**src/rtl/lfsr_pkg.sv**
```systemverilog
package lfsr_pkg;

    typedef enum logic {
        LFSR_FIB = 1'b0,
        LFSR_GAL = 1'b1
    } lfsr_form_e;

    typedef enum logic {
        FB_XOR  = 1'b0,
        FB_XNOR = 1'b1
    } lfsr_fb_e;

    localparam int unsigned MAX_W = 16;

    // Shift-input tap mask for a maximal-period register of width w.
    function automatic logic [MAX_W-1:0] fib_taps(input int unsigned w);
        logic [MAX_W-1:0] m;
        case (w)
            4:       m = 16'h000C;
            5:       m = 16'h0014;
            6:       m = 16'h0030;
            7:       m = 16'h0060;
            8:       m = 16'h00B8;
            16:      m = 16'hD008;
            default: m = 16'h0000;
        endcase
        return m;
    endfunction

endpackage

```
**src/rtl/lfsr_step.sv**
```systemverilog
module lfsr_step
    import lfsr_pkg::*;
#(
    parameter int unsigned W    = 8,
    parameter lfsr_form_e  FORM = LFSR_FIB,
    parameter lfsr_fb_e    FB   = FB_XOR
) (
    input  logic [W-1:0] cur_i,
    output logic [W-1:0] nxt_o
);
    localparam logic [MAX_W-1:0] T16  = fib_taps(W);
    localparam logic [W-1:0]     TAPS = T16[W-1:0];
    localparam logic [W-1:0]     INJ  = {TAPS[W-2:0], 1'b1};
    localparam logic             INV  = (FB == FB_XNOR);

    generate
        if (FORM == LFSR_FIB) begin : g_fib
            logic fb_bit;
            assign fb_bit = (^(cur_i & TAPS)) ^ INV;
            assign nxt_o  = {cur_i[W-2:0], fb_bit};
        end else begin : g_gal
            logic msb;
            assign msb      = cur_i[W-1];
            assign nxt_o[0] = msb;
            for (genvar i = 1; i < W; i++) begin : g_bit
                if (INJ[i]) begin : g_inj
                    assign nxt_o[i] = cur_i[i-1] ^ msb ^ INV;
                end else begin : g_pass
                    assign nxt_o[i] = cur_i[i-1];
                end
            end
        end
    endgenerate
endmodule

```
**src/rtl/lfsr_multi.sv**
```systemverilog
module lfsr_multi
    import lfsr_pkg::*;
#(
    parameter int unsigned W     = 8,
    parameter lfsr_form_e  FORM  = LFSR_FIB,
    parameter lfsr_fb_e    FB    = FB_XOR,
    parameter int unsigned STEPS = 1
) (
    input  logic [W-1:0] cur_i,
    output logic [W-1:0] nxt_o
);
    logic [W-1:0] link [STEPS+1];

    assign link[0] = cur_i;

    generate
        for (genvar s = 0; s < STEPS; s++) begin : g_chain
            lfsr_step #(.W(W), .FORM(FORM), .FB(FB)) step_u (
                .cur_i (link[s]),
                .nxt_o (link[s+1])
            );
        end
    endgenerate

    assign nxt_o = link[STEPS];
endmodule

```
**src/rtl/lfsr_rng.sv**
```systemverilog
module lfsr_rng
    import lfsr_pkg::*;
#(
    parameter int unsigned W        = 8,
    parameter lfsr_form_e  FORM     = LFSR_FIB,
    parameter lfsr_fb_e    FB       = FB_XOR,
    parameter int unsigned STEPS    = 1,
    parameter bit          HAS_SEED = 1'b0,
    parameter logic [W-1:0] SEED    = '0
) (
    input  logic         clk_i,
    input  logic         rst_ni,
    input  logic         adv_en_i,
    input  logic         seed_ld_i,
    input  logic         seed_mode_i,
    input  logic [W-1:0] seed_i,
    output logic [W-1:0] state_o
);
    localparam logic         LSB_RST = HAS_SEED ? SEED[0] : (FB == FB_XOR);
    localparam logic [W-1:0] LOCK    = (FB == FB_XOR) ? {W{1'b0}} : {W{1'b1}};
    localparam int unsigned  PERIOD  = (1 << W) - 1;
    localparam bit           MOVES   = (STEPS % PERIOD) != 0;

    logic         lsb_q;
    logic [W-2:0] upper_q;
    logic [W-1:0] stepped;
    logic [W-1:0] seed_adv;
    logic [W-1:0] load_val;
    logic [W-1:0] next_d;

    assign state_o = {upper_q, lsb_q};

    lfsr_multi #(.W(W), .FORM(FORM), .FB(FB), .STEPS(STEPS)) adv_u (
        .cur_i (state_o),
        .nxt_o (stepped)
    );

    lfsr_multi #(.W(W), .FORM(FORM), .FB(FB), .STEPS(STEPS)) seed_u (
        .cur_i (seed_i),
        .nxt_o (seed_adv)
    );

    always_comb begin
        load_val = seed_mode_i ? seed_adv : seed_i;
        if (seed_ld_i) begin
            next_d = load_val;
        end else if (adv_en_i) begin
            next_d = stepped;
        end else begin
            next_d = state_o;
        end
    end

    always_ff @(posedge clk_i or negedge rst_ni) begin
        if (!rst_ni) begin
            lsb_q <= LSB_RST;
        end else begin
            lsb_q <= next_d[0];
        end
    end

    generate
        if (HAS_SEED) begin : g_upper_rst
            always_ff @(posedge clk_i or negedge rst_ni) begin
                if (!rst_ni) begin
                    upper_q <= SEED[W-1:1];
                end else begin
                    upper_q <= next_d[W-1:1];
                end
            end
        end else begin : g_upper_free
            always_ff @(posedge clk_i) begin
                upper_q <= next_d[W-1:1];
            end
        end
    endgenerate

    assert_hold_R2: assert property (@(posedge clk_i) disable iff (!rst_ni)
        (!adv_en_i && !seed_ld_i) |=> $stable(state_o));

    assert_load_direct_R7: assert property (@(posedge clk_i) disable iff (!rst_ni)
        (seed_ld_i && !seed_mode_i) |=> (state_o == $past(seed_i)));

    assert_step_moves_R9: assert property (@(posedge clk_i) disable iff (!rst_ni)
        (MOVES && adv_en_i && !seed_ld_i && state_o != LOCK) |=> (state_o != $past(state_o)));

    assert_no_lockup_R9: assert property (@(posedge clk_i) disable iff (!rst_ni)
        (adv_en_i && !seed_ld_i && state_o != LOCK) |=> (state_o != LOCK));
endmodule

```
**config.mk**
```make
export PLATFORM = sky130hd
export DESIGN_NAME = lfsr_rng
export DESIGN_NICKNAME = d
export VERILOG_FILES = /design/src/rtl/lfsr_pkg.sv /design/src/rtl/lfsr_step.sv /design/src/rtl/lfsr_multi.sv /design/src/rtl/lfsr_rng.sv
export SDC_FILE = /design/constraint.sdc
export NUM_CORES = 1
export LEC_CHECK = 0
export ABC_AREA = 0
export BUFFER_PORTS_ARGS = -buffer_cell sky130_fd_sc_hd__clkbuf_2
export CAP_MARGIN = 20
export CORE_AREA = 2 2 39 41
export DETAILED_ROUTE_END_ITERATION = 6
export DIE_AREA = 0 0 41 43
export GPL_TIMING_DRIVEN = 1
export PLACE_DENSITY_LB_ADDON = 0.2
export SLEW_MARGIN = 20
export SYNTH_ARGS = -nofsm -noshare
export SYNTH_HDL_FRONTEND = slang
export SYNTH_SLANG_ARGS = --single-unit
```
**constraint.sdc**
```tcl
create_clock -name clk_i -period 1.03 [get_ports clk_i]
set_input_delay 0 -clock clk_i [delete_from_list [all_inputs] [get_ports clk_i]]
set_output_delay 0 -clock clk_i [all_outputs]
set_load 0.01 [all_outputs]
```
==> results.cfg, run 1 <==
[worst_setup_path]
crit_path_end_kind = flip-flop
cp.arrival_ps = 1290
crit_path_start_kind = flip-flop
crit_type = reg -> reg
required_ps = 1220
r2r_setup_slack_ps = -70
rr_startpoint = upper_q[2]
reg2reg_depth = 4
crit_path_max_fanout = 2
r2r_end = lsb_q

[synthesis]
synth-main-ff-cell = edfxtp_1
synth.ff_latch_count = 8
syn_area_per_cell_sq_um = 10.6
syn_inst = 45
seq_area_frac_synth = 0.497
synth-edff-count = 7
synth_area_sq_um = 475
yosysUniqueCellTypes = 14
syn_nets = 58
synthArstFlopShare = 0.125
ys_warn_count = 0

[cts]
htreeDepth = 1
ctsRootBufferMaster = clkbuf_4
clk_latency_ps = 260
cts_tree = done
cts_sinks = 8
cts_buffers = 3
clkSlewWorstSetupHoldPaths_ps = 60
clock_path_buffers = 2

[outcome]
violations = negative setup slack
status = finished, violations left

[die]
die_h_um = 43
ios = 21
start_util = 0.344
die_area_sq_um = 1760
die-width_um = 41
coreArea_sq_um = 1380
rows = 14

[power_and_ir_drop]
pwr-share-seq = 0.453
pwr-share-clk = 0.283
switching_share = 0.273
internal_power_uw = 688
vdd_ir_drop_max_v = 0.000587
leakagePower_nw = 0.313
p_sw_uw = 258
total_power_uw = 946
p_per_area_nw_per_um2 = 1420
power_frac_comb = 0.264

[routing]
drt_iter0_markers = 3
firstDrtPassIters = 3
drc_errors = 0
via_per_inst = 4.63
wire_per_inst_um = 11.2
via_count = 412
wirelength_um = 1000
ant_nets = 0

[min_path]
hold_path.startpoint = adv_en_i
worstHoldPathType = in -> reg
worstHoldEndpoint = lsb_q
hold_depth = 3

[global_routing]
gr-total-overflow = 0
antenna_found_initial = 0
grt_usage = 0.146
grt_pass1_vias = 404
grt_pass1_wl_um = 1610
grt_max_degree = 10

[sta]
relSlewSlack = 0.834
drv_slew = 0
fin_crit_sh = 1.07
setup_viol = 2
max_freq_mhz = 907
tightest_slew_ps = 249
post-route-min-period_ps = 1100
final-hold-violation-count = 0
grt_setup_unrepaired = yes
worst_clock_skew_ps = 1.38
tns_ps = -79.1
setup_slack_ps = -73.0

[final_layout]
layout.cells.most_common = clkbuf_2
layout-drive-gt1-share = 0.438
diodes = 0
postLayoutCoreUtil = 0.482
layout_common_cells = 20 x clkbuf_2, 8 x nor2_1, 8 x a21oi_1
finalNetCount = 87
fillers = 136
areaGrowthSynthToFinish_pct = 40.3

[placement]
gp_congestion = 0.650
dp_hpwl_um = 774
place.port_buffers = 20

[job]
maxCapViolations = 0
==> kinds of logic after synthesis <==
family          Yosys count  synth area share
compound gates           10             0.111
xor+xnor                  6             0.111
buf+inv                   4            0.0447
simple gates             10            0.0895
flops                     8             0.497
mux                       7             0.147
==> how the worst max path moves through the flow <==
stage                           from  endpoint  cells after the start
after floorplan           upper_q[3]     lsb_q                      4
after global placement    upper_q[3]     lsb_q                      4
after detailed placement  upper_q[4]     lsb_q                      4
after CTS                 upper_q[2]     lsb_q                      4
after global routing      upper_q[3]     lsb_q                      4
final                     upper_q[2]     lsb_q                      4
==> per-layer routing <==
metal	global-route usage	share of wire
met1	0.188	0.46
met2	0.200	0.45
met3	0.0471	0.063
met4	0.100	0.031
met5	0	0
==> sequential cells by signal (all words and copies together) (netlist names) <==
signal and flops:
lsb_q 1, upper_q 7
==> worst max-delay path, stage by stage, from the launching register on <==
cell	delay (ps)
edfxtp_1	400
xor2_1	210
xnor2_1	140
a211oi_1	80
or2_1	210
==> power groups by stage <==
stage / clock network [mW] / logic (mW) / registers [mW]
final: 0.267 / 0.250 / 0.429
after global routing: 0.298 / 0.281 / 0.436
after CTS: 0.279 / 0.254 / 0.429
after detailed placement: 0 / 0.234 / 0.438
after global placement: 0 / 0.234 / 0.437
after floorplan: 0 / 0.125 / 0.451
==> through the flow <==
step	area (sq um)	setup slack (ps)	hold slack, ps	instances
after global routing	667	-146	134	89
after floorplan	475	-102	-148	45
after CTS	667	-78.7	109	89
final	667	-73.0	110	89
after detailed placement	612	-89.9	-64.6	82
after global placement	612	-77.9	-65.4	82
==> cell usage after synthesis, types with 2 or more instances <==
cell type  number  area [sq um]
mux2i_1         7          70.1
a21oi_1         8          40.0
xor2_1          4          35.0
nor2_1          8          30.0
xnor2_1         2          17.5
buf_2           2          10.0
edfxtp_1        7           210
==> area by class of cell <==
cell class / instances / area [sq um] / area share
Clock buffer: 4 / 26.3 / 0.0394
Sequential cell: 8 / 236 / 0.355
Multi-Input combinational cell: 33 / 218 / 0.326
Timing Repair Buffer: 28 / 166 / 0.250
Tap cell: 16 / 20.0 / 0.0300
==> timing repair <==
action / 4_1_cts / 5_1_grt
gates resized for setup: 1 / 0
endpoints found under the hold margin: 1 / 0
endpoints found under the setup margin: 1 / 3
setup buffers: 2 / 0
pin swaps: 3 / 0
hold buffers: 1 / 0
No activity file was read; power rests on OpenSTA's default activity.
==> run 2: changes to the inputs <==
--- a/config.mk
+++ b/config.mk
@@ -12,8 +12,8 @@
 export DETAILED_ROUTE_END_ITERATION = 6
 export DIE_AREA = 0 0 41 43
 export GPL_TIMING_DRIVEN = 1
-export PLACE_DENSITY_LB_ADDON = 0.2
-export SLEW_MARGIN = 20
+export PLACE_DENSITY = 0.66
+export SLEW_MARGIN = 15
 export SYNTH_ARGS = -nofsm -noshare
 export SYNTH_HDL_FRONTEND = slang
 export SYNTH_SLANG_ARGS = --single-unit
==> run 2 against run 1 <==
Effect of this change:
- total power shrank 0.54%
- clock power shrank 3%
- die area unchanged
- fmax barely moved
- clock skew up 5.6 ps
- the run still ends with negative setup slack left
- worst setup slack improved by 0.64 ps
- critical path type unchanged
- first-iteration DRC count is 67% lower
- wire length decreased by 0.80%
- core utilization stayed put
- sequential share of layout area unchanged
==> results.cfg, run 2 (synthesized netlist as in run 1, its figures left out) <==
[outcome]
status = finished, violations left
violations = negative setup slack

[power_and_ir_drop]
switching_share = 0.267
leakagePower_nw = 0.307
pwr-share-clk = 0.274
power_frac_comb = 0.269
total_power_uw = 941
internal_power_uw = 690
p_per_area_nw_per_um2 = 1410
vdd_ir_drop_max_v = 0.000589
p_sw_uw = 251
pwr-share-seq = 0.457

[final_layout]
areaGrowthSynthToFinish_pct = 40.3
top_regs = upper_q x7, lsb_q x1
finalNetCount = 85
layout.cells.most_common = clkbuf_2
regMostFlops = upper_q
diodes = 0
layout_common_cells = 18 x clkbuf_2, 8 x a21oi_1, 7 x mux2i_1, 7 x nor2_1, 7 x edfxtp_1
multi_input_area_sq_um = 220
design_area_sq_um = 667
fillers = 150
largest_register_ffs = 7
postLayoutCoreUtil = 0.482
final_cell_count_no_fill = 87
seq_area_sq_um = 236
layout-drive-gt1-share = 0.437

[die]
coreArea_sq_um = 1380
start_util = 0.344
die_h_um = 43
die-width_um = 41
die_area_sq_um = 1760
rows = 14
ios = 21

[worst_setup_path]
cp_top_family = flip-flops
required_ps = 1210
crit_type = reg -> reg
crit_path_end_kind = flip-flop
crit_path_max_fanout = 2
cp.arrival_ps = 1280
max_stage_delay_ps = 410
path_buf_inv = 0
crit_path_start_kind = flip-flop
r2r_setup_slack_ps = -70
cp_slowest_cell = edfxtp_1
cp_cell_sequence = xor2_1 > xnor2_1 > a211oi_1 > or2_1

[global_routing]
antenna_found_initial = 0
top_usage_layer = met2
globalRouteMet2Util = 0.178
grt_pass1_vias = 347
grt_max_degree = 17
gr-total-overflow = 0
grt_pass1_wl_um = 1450
grt_usage = 0.131
met1_usage = 0.161
grtUsageMet3 = 0.0471

[sta]
post-route-min-period_ps = 1100
setup_slack_ps = -72.4
hold_slack_ps = 122
tightest_slew_ps = 236
setup_viol = 1
relSlewSlack = 0.842
max_freq_mhz = 907
final-hold-violation-count = 0
drv_slew = 0
grt_setup_unrepaired = yes
fin_crit_sh = 1.07
worst_clock_skew_ps = 6.98

[cts]
cts_tree = done
clock_path_buffers = 2
ctsRootBufferMaster = clkbuf_4
htreeDepth = 1
cts_buffers = 3
clkSlewWorstSetupHoldPaths_ps = 60
cts_sinks = 8
clk_latency_ps = 250

[routing]
drc_errors = 0
via_per_inst = 4.45
wirelength_um = 993
firstDrtPassIters = 2
drt_iter0_markers = 1
ant_nets = 0
wire_per_inst_um = 11.4
via_count = 387

[placement]
gp_congestion = 0.696
placed_area_sq_um = 612
place.port_buffers = 20
dp_hpwl_um = 783
place_inst = 82

[job]
maxCapViolations = 0

[min_path]
worstHoldPathType = in -> reg
-- run 2: cell types whose count changed in the layout (fill, tap and decap cells not counted) --
cell | before | now
buf_4 | 6 | 4
buf_6 | 1 | 3
clkbuf_2 | 20 | 18
nor2_1 | 8 | 7
nor2_2 | 0 | 1
-- run 2: routing by layer --
metal	wire [um]	part of all wire	up-vias
li1	-	-	211
met1	474	0.48	164
met2	470	0.47	12
met3	48	0.048	0
met4	0	0	0
met5	0	0	-
-- run 2: power by group through the flow --
| stage | Clock (mW) | Combinational (mW) | Sequential, mW |
|---|---|---|---|
| floorplan | 0 | 0.125 | 0.451 |
| global placement | 0 | 0.235 | 0.435 |
| detailed placement | 0 | 0.238 | 0.437 |
| CTS | 0.271 | 0.259 | 0.429 |
| global route | 0.290 | 0.283 | 0.435 |
| finish | 0.258 | 0.253 | 0.430 |
-- run 2: tightest hold or removal path: stages --
cell      delay, ps
clkbuf_2        100
a211oi_1         60
or2_1           200
-- run 2: worst paths after layout --
kind                       startpoint         end  cells past startpoint
max in group asynchronous      rst_ni       lsb_q                      2
min reg2reg                upper_q[1]  upper_q[2]                      2
min in group asynchronous      rst_ni       lsb_q                      2
min                          adv_en_i       lsb_q                      3
max reg2reg                upper_q[4]       lsb_q                      4
max                        upper_q[4]       lsb_q                      4
-- run 2: what timing repair did --
item / 4_1_cts / 5_1_grt
gates resized for setup: 2 / 5
pin swaps: 3 / 1
buffers inserted: 2 / 0
endpoints found under the hold margin: 1 / 0
endpoints found under the setup margin: 1 / 4
hold buffers: 1 / 0
-- run 2: per-stage QoR --
step | worst slack [ps] | TNS (ps)
final | -72.4 | -72.4
after global placement | -57.7 | -57.7
after floorplan | -102 | -102
after CTS | -68.4 | -104
after detailed placement | -68.3 | -68.3
after global routing | -149 | -149
-- run 2: layout make-up --
type,instances,area share
clock buffer,4,0.0394
multi-input combinational,33,0.330
sequential,8,0.355
tap,16,0.0300
timing repair buffer,26,0.246
